$ cat config.mk
export PLATFORM = sky130hd
export DESIGN_NAME = perm_split_engine
export DESIGN_NICKNAME = d
export VERILOG_FILES = /design/src/rtl/perm_split_engine.sv
export SDC_FILE = /design/constraint.sdc
export NUM_CORES = 1
export LEC_CHECK = 0
export ABC_CLOCK_PERIOD_IN_PS = 2980
export BUFFER_PORTS_ARGS = -buffer_cell sky130_fd_sc_hd__buf_2
export CORE_ASPECT_RATIO = 1.2
export CORE_MARGIN = 2
export CORE_UTILIZATION = 40
export DETAILED_ROUTE_END_ITERATION = 12
export PLACE_DENSITY = 0.67
export SETUP_SLACK_MARGIN = 0.02
export SLEW_MARGIN = 20
export SYNTH_ARGS = -nofsm -noshare
export SYNTH_HDL_FRONTEND = slang
export SYNTH_SLANG_ARGS = --single-unit
$ cat constraint.sdc
create_clock -name clk -period 2.98 [get_ports clk]
set_clock_uncertainty 0.1 [all_clocks]
set_input_delay 0.298 -clock clk [delete_from_list [all_inputs] [get_ports clk]]
set_output_delay 0.298 -clock clk [all_outputs]
set_load 0.005 [all_outputs]
$ cat src/rtl/perm_split_engine.sv
module perm_split_engine #(
  parameter int N = 4,
  parameter int K = 2
) (
  input  logic                  clk,
  input  logic                  rst_n,
  input  logic                  load_en,
  input  logic [$clog2(N*K)-1:0] load_addr,
  input  logic [$clog2(N)-1:0]  load_row,
  input  logic [$clog2(N)-1:0]  load_col,
  input  logic                  start,
  output logic                  busy,
  output logic                  done,
  output logic                  error,
  input  logic [$clog2(K)-1:0]  rd_perm,
  input  logic [$clog2(N)-1:0]  rd_row,
  output logic [$clog2(N)-1:0]  rd_col,
  output logic                  rd_hit
);
  localparam int P  = N * K;
  localparam int RW = $clog2(N);
  localparam int KW = $clog2(K);
  localparam int AW = $clog2(P);
  localparam int CW = $clog2(P + 1);
  localparam int SW = $clog2(2 * N + 2);
  localparam logic [CW-1:0] PL = CW'(P);

  typedef enum logic [1:0] {S_IDLE, S_GREEDY, S_FIX, S_WALK} state_t;
  state_t st;

  logic [RW-1:0] pair_row [P];
  logic [RW-1:0] pair_col [P];
  logic          row_v [N][K];
  logic [RW-1:0] row_c [N][K];
  logic          col_v [N][K];
  logic [RW-1:0] col_r [N][K];
  logic [P-1:0]  defer;

  logic [CW-1:0] idx;
  logic [SW-1:0] steps;
  logic [RW-1:0] node;
  logic          on_col;
  logic [KW-1:0] ca, cb;

  function automatic logic [KW-1:0] first_one(input logic [K-1:0] m);
    first_one = '0;
    for (int i = K - 1; i >= 0; i--) if (m[i]) first_one = KW'(i);
  endfunction

  logic [AW-1:0] iw;
  logic [RW-1:0] cr, cc, crs, ccs;
  logic          oor, dup, bad, nxt_v, place;
  logic [K-1:0]  fr, fc, both;
  logic [RW-1:0] nxt;
  logic [KW-1:0] pick;

  assign iw  = (idx < PL) ? idx[AW-1:0] : '0;
  assign cr  = pair_row[iw];
  assign cc  = pair_col[iw];
  assign oor = (32'(cr) >= N) || (32'(cc) >= N);
  assign crs = oor ? '0 : cr;
  assign ccs = oor ? '0 : cc;

  always_comb begin
    dup = 1'b0;
    for (int p = 0; p < K; p++) begin
      fr[p] = !row_v[crs][p];
      fc[p] = !col_v[ccs][p];
      if (row_v[crs][p] && row_c[crs][p] == ccs) dup = 1'b1;
    end
  end

  assign both  = fr & fc;
  assign bad   = oor || ~|fr || ~|fc || dup;
  assign nxt_v = on_col ? col_v[node][ca] : row_v[node][cb];
  assign nxt   = on_col ? col_r[node][ca] : row_c[node][cb];
  assign pick  = (st == S_WALK) ? ca : first_one(both);
  assign place = (st == S_GREEDY && idx != PL && !bad && |both) ||
                 (st == S_FIX && idx != PL && defer[iw] && !bad && |both) ||
                 (st == S_WALK && !nxt_v);

  always_ff @(posedge clk) begin
    if (!rst_n) begin
      st <= S_IDLE;
      busy <= 1'b0;
      done <= 1'b0;
      error <= 1'b0;
      idx <= '0;
      steps <= '0;
      node <= '0;
      on_col <= 1'b0;
      ca <= '0;
      cb <= '0;
      defer <= '0;
      for (int r = 0; r < N; r++)
        for (int p = 0; p < K; p++) begin
          row_v[r][p] <= 1'b0;
          col_v[r][p] <= 1'b0;
        end
    end else begin
      if (load_en && !busy && 32'(load_addr) < P) begin
        pair_row[load_addr] <= load_row;
        pair_col[load_addr] <= load_col;
      end
      case (st)
        S_IDLE: if (start) begin
          for (int r = 0; r < N; r++)
            for (int p = 0; p < K; p++) begin
              row_v[r][p] <= 1'b0;
              col_v[r][p] <= 1'b0;
            end
          defer <= '0;
          idx <= '0;
          busy <= 1'b1;
          done <= 1'b0;
          error <= 1'b0;
          st <= S_GREEDY;
        end
        S_GREEDY: begin
          if (idx == PL) begin
            idx <= '0;
            st <= S_FIX;
          end else if (bad) begin
            error <= 1'b1;
            busy <= 1'b0;
            st <= S_IDLE;
          end else begin
            if (~|both) defer[iw] <= 1'b1;
            idx <= idx + CW'(1);
          end
        end
        S_FIX: begin
          if (idx == PL) begin
            done <= 1'b1;
            busy <= 1'b0;
            st <= S_IDLE;
          end else if (!defer[iw] || (!bad && |both)) begin
            idx <= idx + CW'(1);
          end else if (bad) begin
            error <= 1'b1;
            busy <= 1'b0;
            st <= S_IDLE;
          end else begin
            ca <= first_one(fr);
            cb <= first_one(fc);
            node <= ccs;
            on_col <= 1'b1;
            steps <= '0;
            st <= S_WALK;
          end
        end
        S_WALK: begin
          if (on_col) begin
            col_v[node][ca] <= col_v[node][cb];
            col_v[node][cb] <= col_v[node][ca];
            col_r[node][ca] <= col_r[node][cb];
            col_r[node][cb] <= col_r[node][ca];
          end else begin
            row_v[node][ca] <= row_v[node][cb];
            row_v[node][cb] <= row_v[node][ca];
            row_c[node][ca] <= row_c[node][cb];
            row_c[node][cb] <= row_c[node][ca];
          end
          steps <= steps + SW'(1);
          if (nxt_v) begin
            node <= nxt;
            on_col <= !on_col;
          end else begin
            idx <= idx + CW'(1);
            st <= S_FIX;
          end
        end
        default: st <= S_IDLE;
      endcase
      if (place) begin
        row_v[crs][pick] <= 1'b1;
        row_c[crs][pick] <= ccs;
        col_v[ccs][pick] <= 1'b1;
        col_r[ccs][pick] <= crs;
      end
    end
  end

  logic          rd_ok;
  logic [RW-1:0] rrs;
  logic [KW-1:0] rps;
  assign rd_ok  = (32'(rd_row) < N) && (32'(rd_perm) < K);
  assign rrs    = rd_ok ? rd_row : '0;
  assign rps    = rd_ok ? rd_perm : '0;
  assign rd_hit = rd_ok && row_v[rrs][rps];
  assign rd_col = row_c[rrs][rps];

  AST_DONE_ERR_EXCL: assert property (@(posedge clk) disable iff (!rst_n) !(done && error));
  AST_START_BUSY: assert property (@(posedge clk) disable iff (!rst_n) (start && !busy) |=> (busy && !done && !error));
  AST_DONE_HOLD: assert property (@(posedge clk) disable iff (!rst_n) (done && !start) |=> done);
  AST_WALK_BOUND: assert property (@(posedge clk) disable iff (!rst_n) (st == S_WALK) |-> (steps <= SW'(2 * N)));
  AST_END_FLAG: assert property (@(posedge clk) disable iff (!rst_n) $fell(busy) |-> (done || error));
endmodule

Word level (Yosys, flattened, before mapping)
Memory sizes are Yosys's and may differ from the RTL's. A register that Yosys moved wholly into a read port is not among the register bits.
Cells that the tools add are included.
Widths: inputs -> output; s select.
- register bits: 22
- word-level logic and storage cells: 313
- memories: 6
- input port bits: 14
- output and inout port bits: 6
- bits in writable memories: 80
- $add $sub $neg: 1
- bitwise operators: 37
- magnitude comparators: 10
- reductions and logical operators: 52
- muxes and demuxes: 176
- eq/ne operators: 21
- memories (name ; depth ; width ; rd ports ; clocked after memory_dff ; wr ports ; line ; RTL):
    col_r ; 4 ; 4 ; 1 ; 1 ; 2 ; 36 ; logic [RW-1:0] col_r [N][K];
    pair_col ; 8 ; 2 ; 1 ; 0 ; 1 ; 32 ; logic [RW-1:0] pair_col [P];
    pair_row ; 8 ; 2 ; 1 ; 0 ; 1 ; 31 ; logic [RW-1:0] pair_row [P];
    row_c ; 4 ; 4 ; 3 ; 1 ; 2 ; 34 ; logic [RW-1:0] row_c [N][K];
    col_v ; 4 ; 2 ; 2 ; 1 ; 4 ; 35 ; logic col_v [N][K];
    row_v ; 4 ; 2 ; 3 ; 1 ; 4 ; 33 ; logic row_v [N][K];
- operators by type and width (kind ; number):
    $mux 2 ; 55
    $mux 1 ; 89
    $mux 4 ; 11
    $mux 8 ; 4
    $or 1x1->1 ; 28
    $reduce_and 5->1 ; 4
    $ne 2x2->1 const B ; 9
    $logic_and 1x1->1 ; 16
    $pmux 4 s4 ; 1
    $pmux 8 s2 ; 1
    $reduce_or 2->1 ; 7
    $reduce_and 4->1 ; 3
    $logic_not 1->1 ; 11
    $ge 2x2->1 const B ; 4
    $not 1->2 ; 4
    $or 8x8->8 ; 1
    $pmux 2 s4 ; 1
    $demux 2 s1 ; 3
    $lt 2x1->1 const B ; 3
    $ne 3x2->1 const B ; 2
    $pmux 1 s3 ; 2
    $reduce_bool 2->1 ; 3
    $logic_or 1x1->1 ; 5
    $add 4x1->4 const B ; 1
    21 further kinds ; 29

Longest topological paths before layout
An unclocked memory read counts as a cell.
- word-level depth: 19
- gate-level depth with buffers: 15
- depth with buffers taken out: 10

Least setup slack after synthesis
Ideal clock, no wire load.
- path type: reg-to-reg
- from: reg idx[0]
- to: mem row_c[0][2] (netlist name) (enable)
- clock period less this slack: 3.268 ns
- buffers on the path: 3
- setup time: 0.327 ns
- setup slack: -0.288 ns
- stages on the path, launching flop included: 13
- required time: 2.553 ns
- arrival: 2.841 ns
- cell sequence: dfxtp_1 > buf_2 > mux2i_1 > a32o_2 > nor3_1 > buf_4 > a2111o_1 > a21bo_4 > a22o_4 > o21ai_2 > o31a_2 > buf_4 > o21ai_0
- RTL lines (item ; line ; RTL):
    from (decl) ; 39 ; logic [CW-1:0] idx;
    from (signal assigned) ; 129 ; idx <= idx + CW'(1);
    from (signal assigned) ; 138 ; idx <= idx + CW'(1);
    from (signal assigned) ; 169 ; idx <= idx + CW'(1);
    to (decl) ; 34 ;

Worst setup path after layout
- from: reg idx[0]
- to: reg idx[2]
- word-level cells in the longest chain between the ends: 14
- elaborated cells on any way between the ends: 43
- ends and longest elaborated chain (item ; line ; RTL):
    $lt 4x4->1 ; 57 ; assign iw = (idx < PL) ? idx[AW-1:0] : '0;
    $mux 3 ; 57 ;
    $mem_v2 8x2, on equally long branches ; n/a ;
    $mem_v2 4x4, or another cell as far along ; n/a ;
    $eq 2x2->1, or another cell as far along ; 69 ; if (row_v[crs][p] && row_c[crs][p] == ccs) dup = 1'b1;
    $logic_and 1x1->1 / $reduce_or 2->1 (equally long branches) ; 69, 74 ;
    $mux 1 / $logic_not 1->1 (equally long branches) ; 69, 74 ;
    $mux 1 / $logic_or 1x1->1 (equally long branches) ; 69, 74 ;
    $logic_or 1x1->1 ; 74 ; assign bad = oor || ~|fr || ~|fc || dup;
    $logic_not 1->1 ; 137 ; end else if (!defer[iw] || (!bad && |both)) begin
    $logic_and 1x1->1 ; 137 ;
    $logic_or 1x1->1 ; 137 ;
    $ne 2x1->1 (no line) ; n/a ;
    $reduce_and 5->1 (no line) ; n/a ;
Several ways; a longest one is shown, not always the timed one. The select of a mux whose other input is x is not followed.
A chain may end at the register's enable or synchronous reset.

==> impl_summary.md <==
Run status
The run finished, with violations left. The checks that failed: negative setup slack.

STA
Headroom to the max-slew limit came out at 0.596. The achievable frequency is between 200 and 300 MHz. Dividing the final minimum period by the clock period gives 1.13. The max-slew violation total from the final report is 0. The shortest period the worst path allows is around 3400 ps. The number of hold violations in the final report was 0. Setup violations remaining at the end of the flow were counted as between 100 and 150. Setup repair after global routing could not meet its margin everywhere. Across all hold checks on the routed design, the worst slack comes to ~120 ps. The final worst-path setup slack is -396 ps. At the pin with the least slew margin, the transition time is between 600 and 700 ps.

Clock tree
The buffer depth of the longest clock path is 2. The H-tree depth reported by CTS is 3. The clock edge transition at the registers on the reported setup and hold paths is 80 ps. The later pin in the worst-skew pair is clocked with a latency of 360 ps. The clock net in this run drives a total of ~100 sinks.

After clock tree synthesis, the flow added hold-fix buffers numbering 0. Clock tree synthesis selected as its root buffer the cell sky130_fd_sc_hd__clkbuf_16. Clock tree synthesis inserted a total of 9 buffers. The CTS tree is yes.

Cells and area
The area overhead of the layout relative to synthesis is 39.4%. The share of cells above drive strength 1 is 0.425. With fillers left out, the area of the finished cells amounts to ~8900 um^2. In the final design database the tool counted between 700 and 800 nets. In the layout the commonest cells are 93 x sky130_fd_sc_hd__buf_4, 65 x sky130_fd_sc_hd__mux2i_1, 64 x sky130_fd_sc_hd__edfxtp_1.

The number of filler cells placed in the layout is 1251. The count of antenna diodes in the layout is 0. The library cell used most frequently in the layout, excluding fill and tap cells, is sky130_fd_sc_hd__buf_4.

Global routing
Global routing finished with a remaining overflow of 0. The first global-routing pass estimated between 20000 and 30000 um of wire. The maximum number of pins on one net before global-route repair is 24. The via count of the first global-routing pass is ~5500. Across every metal layer, demand over resource in global routing totals 0.221.

The initial antenna violation count is 0.

Detailed routing
Once detail routing completed, the nets flagged for antenna violations numbered 0. The first routing iteration left slightly below 500 violations. The number of vias in the routed layout is roughly 5600. The mean routed wirelength per cell is between 20 and 25 um.

The post-detailed-routing wire length is approximately 19000 um. Before antenna repair, the detailed router went through 5 iterations. In the routed layout, each cell is associated on average with a via count of roughly 6.0. The remaining routing DRC violations is 0.

Synthesis
The number of distinct library cells after synthesis is 76. The dominant cell type by area after synthesis is sky130_fd_sc_hd__edfxtp_1. Among all flip-flop cells after synthesis, the most frequent one is sky130_fd_sc_hd__edfxtp_1. The number of instances in the synthesized netlist is ~600. When the netlist entered floorplanning its net count stood at 604. In this run the cell area of the synthesized design comes to ~6400 um^2. The synthesized area divided by synthesized cell count is 10.9 um^2.

The async set-reset flop share out of synthesis is 0. The Yosys step of the flow raised 0 warnings. The synthesis-stage register bit count is roughly 100. The sequential element share of the synthesized area is 0.429. Ranked by total cell area, the synthesized netlist is headed by sky130_fd_sc_hd__edfxtp_1 30%, sky130_fd_sc_hd__dfxtp_1 13%, sky130_fd_sc_hd__mux2i_1 12%, sky130_fd_sc_hd__mux4_2 6.7%, sky130_fd_sc_hd__nand2_1 3.0%. The number of synthesized flops with an enable pin is 64. The top-area cell type share of the netlist area is 0.303.

Setup path
The dominant delay contributor by cell family on the critical path is compound AO/OA/AOI/OAI gates. In this design, the stage delay of the slowest critical-path cell is roughly 380 ps. The element type at the critical path start is a flip-flop. Of all nets on the critical path, the largest fanout is 6. For the worst setup path, the data required time is between 3000 and 4000 ps. Data on the critical path arrives at its endpoint at 3500 ps. The critical path in this run is classified as flip-flop to flip-flop. The standard cell with the maximum stage delay on the critical path is sky130_fd_sc_hd__dfxtp_4. The element type at the critical path end is a flip-flop. The buffers plus inverters on the worst setup path is 4.

Walking the worst path, the cells encountered are buf_12, and3b_4, a32o_2, nor3_2, buf_6, buf_12, mux2i_4, mux2i_4, xnor2_4, buf_6, o311a_4, o31a_1, o2111ai_2, o211ai_1.

Placed design
The final RePlAce weighted congestion is 0.906. The placed instances occupy a cell area of between 7000 and 8000 um^2. The half-perimeter wire length after placement is about 13000 um. The number of input and output port buffers inserted is 19.

Power and ir drop
VDD sags by at most between 0.0002 and 0.0003 V. The register share of total power is 0.404. In this run the static leakage power is about 3.4 nW. The combinational share of power is 0.293. The share of power burned in the clock network is 0.303.

In this run the power spent charging and discharging nets is between 0.001 and 0.0015 W. The fraction of power spent switching nets is 0.319. Internal power comes to ~0.0027 W.

In this run the power density over the cells is around 450 nW/um^2.

Floorplan
The top-level I/O count is 20. The initial standard-cell utilization of the core is 0.408. Measured along the y axis, the die boundary spans around 140 um. The die width is approximately 120 um. The row count is 50. The area enclosed by the die boundary is around 17000 um^2. The placeable core region is around 16000 um^2.

Worst hold path
The kind of path behind the tightest hold check is input pin to flip-flop.

Job
The reported max-cap violation count is 0.
cells in the mapped netlist, types with 7 or more instances:
cell type	instances
sky130_fd_sc_hd__mux4_2	19
sky130_fd_sc_hd__clkbuf_1	12
sky130_fd_sc_hd__edfxtp_1	64
sky130_fd_sc_hd__nand2b_1	7
sky130_fd_sc_hd__a21oi_1	20
sky130_fd_sc_hd__nor2_1	45
sky130_fd_sc_hd__nand2_1	51
sky130_fd_sc_hd__mux2_2	8
sky130_fd_sc_hd__o21ai_0	20
sky130_fd_sc_hd__nor3_1	9
sky130_fd_sc_hd__nand3_1	25
sky130_fd_sc_hd__mux2i_1	75
sky130_fd_sc_hd__buf_2	8
sky130_fd_sc_hd__nand3_2	8
sky130_fd_sc_hd__ha_1	7
sky130_fd_sc_hd__dfxtp_1	40
sky130_fd_sc_hd__inv_1	13
sky130_fd_sc_hd__nor2b_1	11
sky130_fd_sc_hd__a311o_1	8
sky130_fd_sc_hd__o211ai_1	14
area by class of cell:
type | count | area [um^2] | area share
Tap cell | 208 | 260 | 0.0294
Multi-Input combinational cell | 436 | 4180 | 0.472
Timing Repair Buffer | 153 | 1330 | 0.150
Sequential cell | 104 | 2740 | 0.309
Clock inverter | 7 | 71.3 | 0.00805
Inverter | 14 | 52.6 | 0.00593
Clock buffer | 9 | 225 | 0.0254
path summary, 6_finish.rpt:
check | startpoint | to | slack, ps | cells past startpoint
hold / removal | load_col[0] | pair_col[1][0] | 120 | 1
setup reg to reg | idx[0] | idx[2] | -400 | 14
setup / recovery | idx[0] | idx[2] | -400 | 14
hold reg to reg | defer[4] | defer[4] | 370 | 2
registers in the layout, indices dropped and copies added (netlist names), 2 cells and up, named ones only:
signal	flops
col_r	16
pair_row	16
st	2
node	2
row_c	16
row_v	8
idx	4
col_v	8
defer	8
pair_col	16
through the flow:
| step | total power, W | setup WS, ps | TNS, ps | std cells | util |
|---|---|---|---|---|---|
| 6_report | 0.00396 | -396 | -29200 | 931 | 0.568 |
| 5_1_grt | 0.00410 | -479 | -37560 | 931 | 0.568 |
| 4_1_cts | 0.00382 | -330 | -22060 | 908 | 0.536 |
| 3_5_place_dp | 0.00246 | -551 | -44910 | 880 | 0.480 |
| 3_3_place_gp | 0.00244 | -464 | -36580 | 880 | 0.480 |
| 2_1_floorplan | 0.00214 | -219 | -10080 | 583 | - |
power groups by stage:
stage          registers [W]  logic [W]  clock network, W
2_1_floorplan        0.00162   0.000523                 0
3_3_place_gp         0.00163   0.000811                 0
3_5_place_dp         0.00163   0.000830                 0
4_1_cts              0.00160    0.00101           0.00121
5_1_grt              0.00160    0.00122           0.00127
6_report             0.00160    0.00116           0.00120
what timing repair did:
item	CTS	global route
endpoints found under the setup margin	103	103
setup buffers	12	26
pin swaps	21	31
hold endpoints to repair	0	0
resized for setup	81	65
cloned	2	0
kinds of logic (layout without fill, tap and decap cells):
family / count (synthesis) / after routing / synth area share
AND/OR/NAND/NOR: 195 / 195 / 0.165
XOR/XNOR: 2 / 2 / 0.00276
adder cells (fa/ha/maj): 7 / 7 / 0.0138
buffers and inverters: 44 / 183 / 0.0329
flip-flops: 104 / 104 / 0.429
AO/OA/AOI/OAI: 129 / 130 / 0.158
multiplexers: 102 / 102 / 0.200
metal layers:
layer,global-route usage,share of wire
met1,0.269,0.39
met2,0.393,0.52
met3,0.0409,0.058
met4,0.0771,0.029
met5,0,0
Note: power is estimated with default switching activity, not from simulation.
